$ cat src/rtl/acia_pkg.sv
package acia_pkg;
   typedef enum logic [1:0] {
      SEL_DATA = 2'd0,
      SEL_STAT = 2'd1,
      SEL_CMD  = 2'd2,
      SEL_CTRL = 2'd3
   } reg_sel_e;

   localparam int CMD_W      = 4;
   localparam int ST_IRQ     = 7;
   localparam int ST_TXE     = 4;
   localparam int ST_RXF     = 3;
   localparam int ST_OVR     = 2;
   localparam int CMD_TXON   = 0;
   localparam int CMD_RXOFF  = 1;

   function automatic logic tx_irq_on(input logic [CMD_W-1:0] c);
      return c[3:2] == 2'b01;
   endfunction
endpackage

$ cat src/rtl/acia_rx_buf.sv
module acia_rx_buf #(
   parameter int DATA_W = 8
) (
   input  logic              clk,
   input  logic              rst_n,
   input  logic              clr,
   input  logic              rd_take,
   input  logic              in_valid,
   input  logic [DATA_W-1:0] in_data,
   output logic [DATA_W-1:0] buf_q,
   output logic              full,
   output logic              ovr,
   output logic              fill
);
   logic accept;

   assign accept = in_valid && (!full || rd_take) && !clr;
   assign fill   = in_valid && !full && !clr;

   always_ff @(posedge clk) begin
      if (!rst_n || clr) begin
         full <= 1'b0;
         ovr  <= 1'b0;
      end else begin
         if (accept)       full <= 1'b1;
         else if (rd_take) full <= 1'b0;
         if (in_valid && full && !rd_take) ovr <= 1'b1;
         else if (rd_take)                 ovr <= 1'b0;
      end
   end

   always_ff @(posedge clk) begin
      if (!rst_n)      buf_q <= '0;
      else if (accept) buf_q <= in_data;
   end
endmodule

$ cat src/rtl/acia_tx_hold.sv
module acia_tx_hold #(
   parameter int DATA_W = 8
) (
   input  logic              clk,
   input  logic              rst_n,
   input  logic              clr,
   input  logic              load,
   input  logic [DATA_W-1:0] load_data,
   input  logic              send_ok,
   input  logic              ready,
   output logic              valid,
   output logic [DATA_W-1:0] data,
   output logic              empty
);
   assign valid = !empty && send_ok;

   always_ff @(posedge clk) begin
      if (!rst_n || clr)        empty <= 1'b1;
      else if (load)            empty <= 1'b0;
      else if (valid && ready)  empty <= 1'b1;
   end

   always_ff @(posedge clk) begin
      if (!rst_n)    data <= '0;
      else if (load) data <= load_data;
   end
endmodule

$ cat src/rtl/acia_irq_ctl.sv
module acia_irq_ctl #(
   parameter bit CTS_SRC = 1'b1
) (
   input  logic clk,
   input  logic rst_n,
   input  logic clr,
   input  logic stat_rd,
   input  logic rx_fill,
   input  logic tx_empty,
   input  logic cts_n,
   input  logic rx_en,
   input  logic tx_en,
   output logic irq_n
);
   logic rx_flag;
   logic cts_flag;

   always_ff @(posedge clk) begin
      if (!rst_n || clr)  rx_flag <= 1'b0;
      else if (rx_fill)   rx_flag <= 1'b1;
      else if (stat_rd)   rx_flag <= 1'b0;
   end

   generate
      if (CTS_SRC) begin : g_cts
         logic cts_d;
         always_ff @(posedge clk) begin
            if (!rst_n) cts_d <= 1'b1;
            else        cts_d <= cts_n;
         end
         always_ff @(posedge clk) begin
            if (!rst_n || clr)        cts_flag <= 1'b0;
            else if (cts_n && !cts_d) cts_flag <= 1'b1;
            else if (stat_rd)         cts_flag <= 1'b0;
         end
      end else begin : g_no_cts
         assign cts_flag = 1'b0;
      end
   endgenerate

   assign irq_n = !((rx_flag && rx_en) || (tx_empty && tx_en) || (cts_flag && tx_en));
endmodule

$ cat src/rtl/acia_regfront.sv
module acia_regfront
   import acia_pkg::*;
#(
   parameter int DATA_W  = 8,
   parameter bit CTS_SRC = 1'b1
) (
   input  logic              clk,
   input  logic              rst_n,
   input  logic              cpu_sel,
   input  logic [1:0]        cpu_addr,
   input  logic              cpu_we,
   input  logic [DATA_W-1:0] cpu_wdata,
   output logic [DATA_W-1:0] cpu_rdata,
   output logic              irq_n,
   input  logic              rx_valid,
   input  logic [DATA_W-1:0] rx_data,
   output logic              tx_valid,
   input  logic              tx_ready,
   output logic [DATA_W-1:0] tx_data,
   input  logic              cts_n
);
   generate
      if (DATA_W < 8) begin : g_bad_width
         $error("acia_regfront: DATA_W must be at least 8");
      end
   endgenerate

   reg_sel_e          sel;
   logic              rd_any, wr_any;
   logic              data_rd, data_wr, stat_rd, soft_rst, cmd_wr;
   logic [CMD_W-1:0]  cmd_q;
   logic [DATA_W-1:0] rx_byte, stat_word;
   logic              rx_full, ovr_flag, rx_fill, tx_empty;

   assign sel      = reg_sel_e'(cpu_addr);
   assign rd_any   = cpu_sel && !cpu_we;
   assign wr_any   = cpu_sel && cpu_we;
   assign data_rd  = rd_any && sel == SEL_DATA;
   assign data_wr  = wr_any && sel == SEL_DATA;
   assign stat_rd  = rd_any && sel == SEL_STAT;
   assign soft_rst = wr_any && sel == SEL_STAT;
   assign cmd_wr   = wr_any && sel == SEL_CMD;

   always_ff @(posedge clk) begin
      if (!rst_n || soft_rst) cmd_q <= '0;
      else if (cmd_wr)        cmd_q <= cpu_wdata[CMD_W-1:0];
   end

   acia_rx_buf #(.DATA_W(DATA_W)) u_rx (
      .clk(clk), .rst_n(rst_n), .clr(soft_rst), .rd_take(data_rd),
      .in_valid(rx_valid), .in_data(rx_data), .buf_q(rx_byte),
      .full(rx_full), .ovr(ovr_flag), .fill(rx_fill)
   );

   acia_tx_hold #(.DATA_W(DATA_W)) u_tx (
      .clk(clk), .rst_n(rst_n), .clr(soft_rst), .load(data_wr),
      .load_data(cpu_wdata), .send_ok(cmd_q[CMD_TXON] && !cts_n),
      .ready(tx_ready), .valid(tx_valid), .data(tx_data), .empty(tx_empty)
   );

   acia_irq_ctl #(.CTS_SRC(CTS_SRC)) u_irq (
      .clk(clk), .rst_n(rst_n), .clr(soft_rst), .stat_rd(stat_rd),
      .rx_fill(rx_fill), .tx_empty(tx_empty), .cts_n(cts_n),
      .rx_en(!cmd_q[CMD_RXOFF]), .tx_en(tx_irq_on(cmd_q)), .irq_n(irq_n)
   );

   always_comb begin
      stat_word         = '0;
      stat_word[ST_IRQ] = !irq_n;
      stat_word[ST_TXE] = tx_empty;
      stat_word[ST_RXF] = rx_full;
      stat_word[ST_OVR] = ovr_flag;
   end

   always_comb begin
      cpu_rdata = '0;
      if (rd_any) begin
         unique case (sel)
            SEL_DATA: cpu_rdata = rx_byte;
            SEL_STAT: cpu_rdata = stat_word;
            SEL_CMD:  cpu_rdata[CMD_W-1:0] = cmd_q;
            SEL_CTRL: cpu_rdata = '0;
         endcase
      end
   end
endmodule

$ cat config.mk
export PLATFORM = sky130hd
export DESIGN_NAME = acia_regfront
export DESIGN_NICKNAME = d
export VERILOG_FILES = /design/src/rtl/acia_pkg.sv /design/src/rtl/acia_rx_buf.sv /design/src/rtl/acia_tx_hold.sv /design/src/rtl/acia_irq_ctl.sv /design/src/rtl/acia_regfront.sv
export SDC_FILE = /design/constraint.sdc
export NUM_CORES = 1
export LEC_CHECK = 0
export BUFFER_PORTS_ARGS = -buffer_cell sky130_fd_sc_hd__buf_2
export CAP_MARGIN = 10
export CORE_UTILIZATION = 50
export CTS_CLUSTER_DIAMETER = 120
export DETAILED_ROUTE_END_ITERATION = 8
export PLACE_DENSITY = 0.79
export SLEW_MARGIN = 0
export SYNTH_ARGS = -nofsm -noshare
export SYNTH_HDL_FRONTEND = slang
export SYNTH_SLANG_ARGS = --single-unit
$ cat constraint.sdc
create_clock -name clk -period 1.9 [get_ports clk]
set_clock_uncertainty 0.2 [all_clocks]
set_input_delay 0.095 -clock clk [delete_from_list [all_inputs] [get_ports clk]]
set_output_delay 0.095 -clock clk [all_outputs]
set_load 0.02 [all_outputs]
==> reports/metrics.yaml <==
place_inst: 190
cts.htree.levels: 1
ys_ff_latch: 26
synth_mux_area_share_pct: 20.0
vdd_drop_max_mv: 0.657
numCtsBuffers: 3
dr_wl_met2_um: 1520
slew_viol_final: 0
min_path_type: "in -> reg"
leakagePower_nw: 0.765
yosys.area_share.simple_pct: 24.0
ant_nets: 0
wl_met3_um: 114
die_w_um: 51.0
area_growth_pct: 37.9
finalSetupViolCount: 0
core_um2: 2230
drt-initial-drc-count: 30
cts-root-buf: "clkbuf_4"
clkTransAtPathRegs_ns: 0.15
die_h_um: 51.0
routed.top_layer: "met4"
synth_top_area_share_pct: 43.3
antenna_found_initial: 0
io_buffers: 42
finalSetupTns_ns: 0
cts_tree: "built"
critPathArrivalTime_ns: 1.48
worstReg2RegStart: "u_rx.full"
worst_pin_slew_ns: 0.453
remaining_drc_errors: 0
ys_top_cells_by_area: "dfxtp_1 (43%), mux2i_1 (20%), nand2_1 (6.6%)"
layout.nets: 212
gr-usage-all-layers_pct: 25.0
rsz0062_at_grt: "false"
final_common_cell: "buf_2"
fin_crit_sh_pct: 93.5
required_ns: 1.60
cts_sinks: 26
grt_max_degree: 27
finalWirelength_um: 2980
netlist_area_um2: 1200
grt_pass1_wl_um: 4730
status: "complete, no violations"
num_vias: 1119
synthesis.nets: 152
dr.pass1.iters: 5
syn_inst: 127
crit_type: "reg -> out"
ff2ff_setup_slack_ns: 0.39
synth_compound_area_share_pct: 7.60
max_freq_mhz: 563
synth-seq-area-share_pct: 43.3
relSlewSlack_pct: 69.8
yosys_warnings: 0
io_pins: 43
period_needed_ns: 1.78
crit-reg2reg-capture: "u_rx.buf_q[3]"
yosysUniqueCellTypes: 26
layout_common_cells: "buf_2 (42), dfxtp_1 (26), mux2i_1 (24)"
viasPerCell: 5.23
critical_path.max_fanout: 3
synthAdderAreaFrac_pct: 0
die_area_um2: 2610
avgSynthCellArea_um2: 9.47
clock_latency_ns: 0.31
hold_viol_final: 0
min-delay-start: "rst_n"
ff2ff_path_depth: 3
dp.final_hpwl_um: 1960
cts.path.max_buffers: 2
powerDensity_nw_per_um2: 689
grt_pass1_vias: 1050
antennaDiodeCount: 0
drv_cap: 0
synth_area_leader_cell: "dfxtp_1"
start_util_pct: 53.8
synth_top_family_by_area: "simple AND/OR/NAND/NOR gates"
gp_congestion: 0.966
min_to: "u_rx.buf_q[4]"
cp-start-kind: "flip-flop"
synth-xor-area-share_pct: 0
whs_path_depth: 3
post_drt_wl_per_cell_um: 13.9
overflow: 0
layout-drive-gt1-share_pct: 25.8
layoutNonFillerInstCount: 214
holdWs_ns: 0.0179
crit_path_end_kind: "output pin"
post_cts_resized: 0
wl_met1_um: 1270
std_cell_rows: 17
==> state kept, by name, indices dropped and copies added, names as in the netlist <==
register and count:
cmd_q 4, u_irq.cts_flag 1, u_irq.g_cts.cts_d 1, u_irq.rx_flag 1, u_rx.buf_q 8, u_rx.full 1, u_rx.ovr 1, u_tx.data 8
u_tx.empty 1
==> cells in the mapped netlist (all sizes together) <==
master and n:
and2 2, nor3b 2, nand4b 2, and4bb 1, nor3 3, nor2b 10, o2111a 1, a22oi 1
o21bai 2, clkbuf 3, a2bb2oi 3, nor4b 1, nand4bb 1, nor2 9, o21ai 2, inv 5
nand2 21, buf 4, a21oi 1, o32a 1, dfxtp 26, nand2b 1, a31oi 1, mux2i 24
==> power by group <==
group | internal (W) | total (W) | switching, W
logic | 0.0000955 | 0.000183 | 0.0000873
registers | 0.000570 | 0.000585 | 0.0000150
clock network | 0.000213 | 0.000375 | 0.000161
total | 0.000879 | 0.00114 | 0.000264
==> repair_timing <==
item,4_1_cts,5_1_grt
buffers inserted,0,0
hold buffers,20,0
endpoints found under the hold margin,26,0
==> worst max-delay path by stage <==
stage	start	endpoint	slack, ns
global placement	cpu_addr[1]	cpu_rdata[7]	0.47
floorplan	cmd_q[2]	cpu_rdata[7]	0.30
global route	cmd_q[2]	cpu_rdata[7]	0.07
detailed placement	cpu_addr[1]	u_rx.buf_q[3]	0.39
CTS	cmd_q[2]	cpu_rdata[7]	0.14
finish	cmd_q[2]	cpu_rdata[7]	0.12
==> per-layer routing <==
| metal | up-vias | track usage [%] |
|---|---|---|
| li1 | 556 | - |
| met4 | 0 | 10.6 |
| met5 | - | 0 |
| met2 | 36 | 43.9 |
| met3 | 9 | 3.57 |
| met1 | 518 | 29.9 |
==> worst max-delay path: stages (launching register included) <==
cell,delay (ns)
dfxtp_1,0.39
inv_1,0.05
o32a_1,0.36
o21ai_0,0.17
buf_2,0.19
==> cells by family (layout without fill, tap and decap cells) <==
| group | Yosys count | after routing |
|---|---|---|
| multiplexers | 24 | 24 |
| buffers and inverters | 12 | 71 |
| flip-flops | 26 | 26 |
| AO/OA/AOI/OAI | 12 | 12 |
| AND/OR/NAND/NOR | 53 | 53 |
==> stage by stage <==
stage          power, W  setup WS (ns)  instance area [um^2]  util [%]
2_1_floorplan  0.000696          0.295                  1200         -
3_3_place_gp   0.000737          0.474                  1410      62.9
3_5_place_dp   0.000744          0.391                  1410      62.9
4_1_cts         0.00115          0.138                  1660      74.2
5_1_grt         0.00119         0.0748                  1660      74.2
6_report        0.00114          0.124                  1660      74.2
==> final cells by class <==
class                      count  area, um^2
multi-input combinational     89         621
fill                         180         576
sequential                    26         520
timing repair buffer          62         410
tap                           28        35.0
clock inverter                 1        30.0
clock buffer                   3        22.5
inverter                       5        18.8
(Power assumes the default switching activity.)
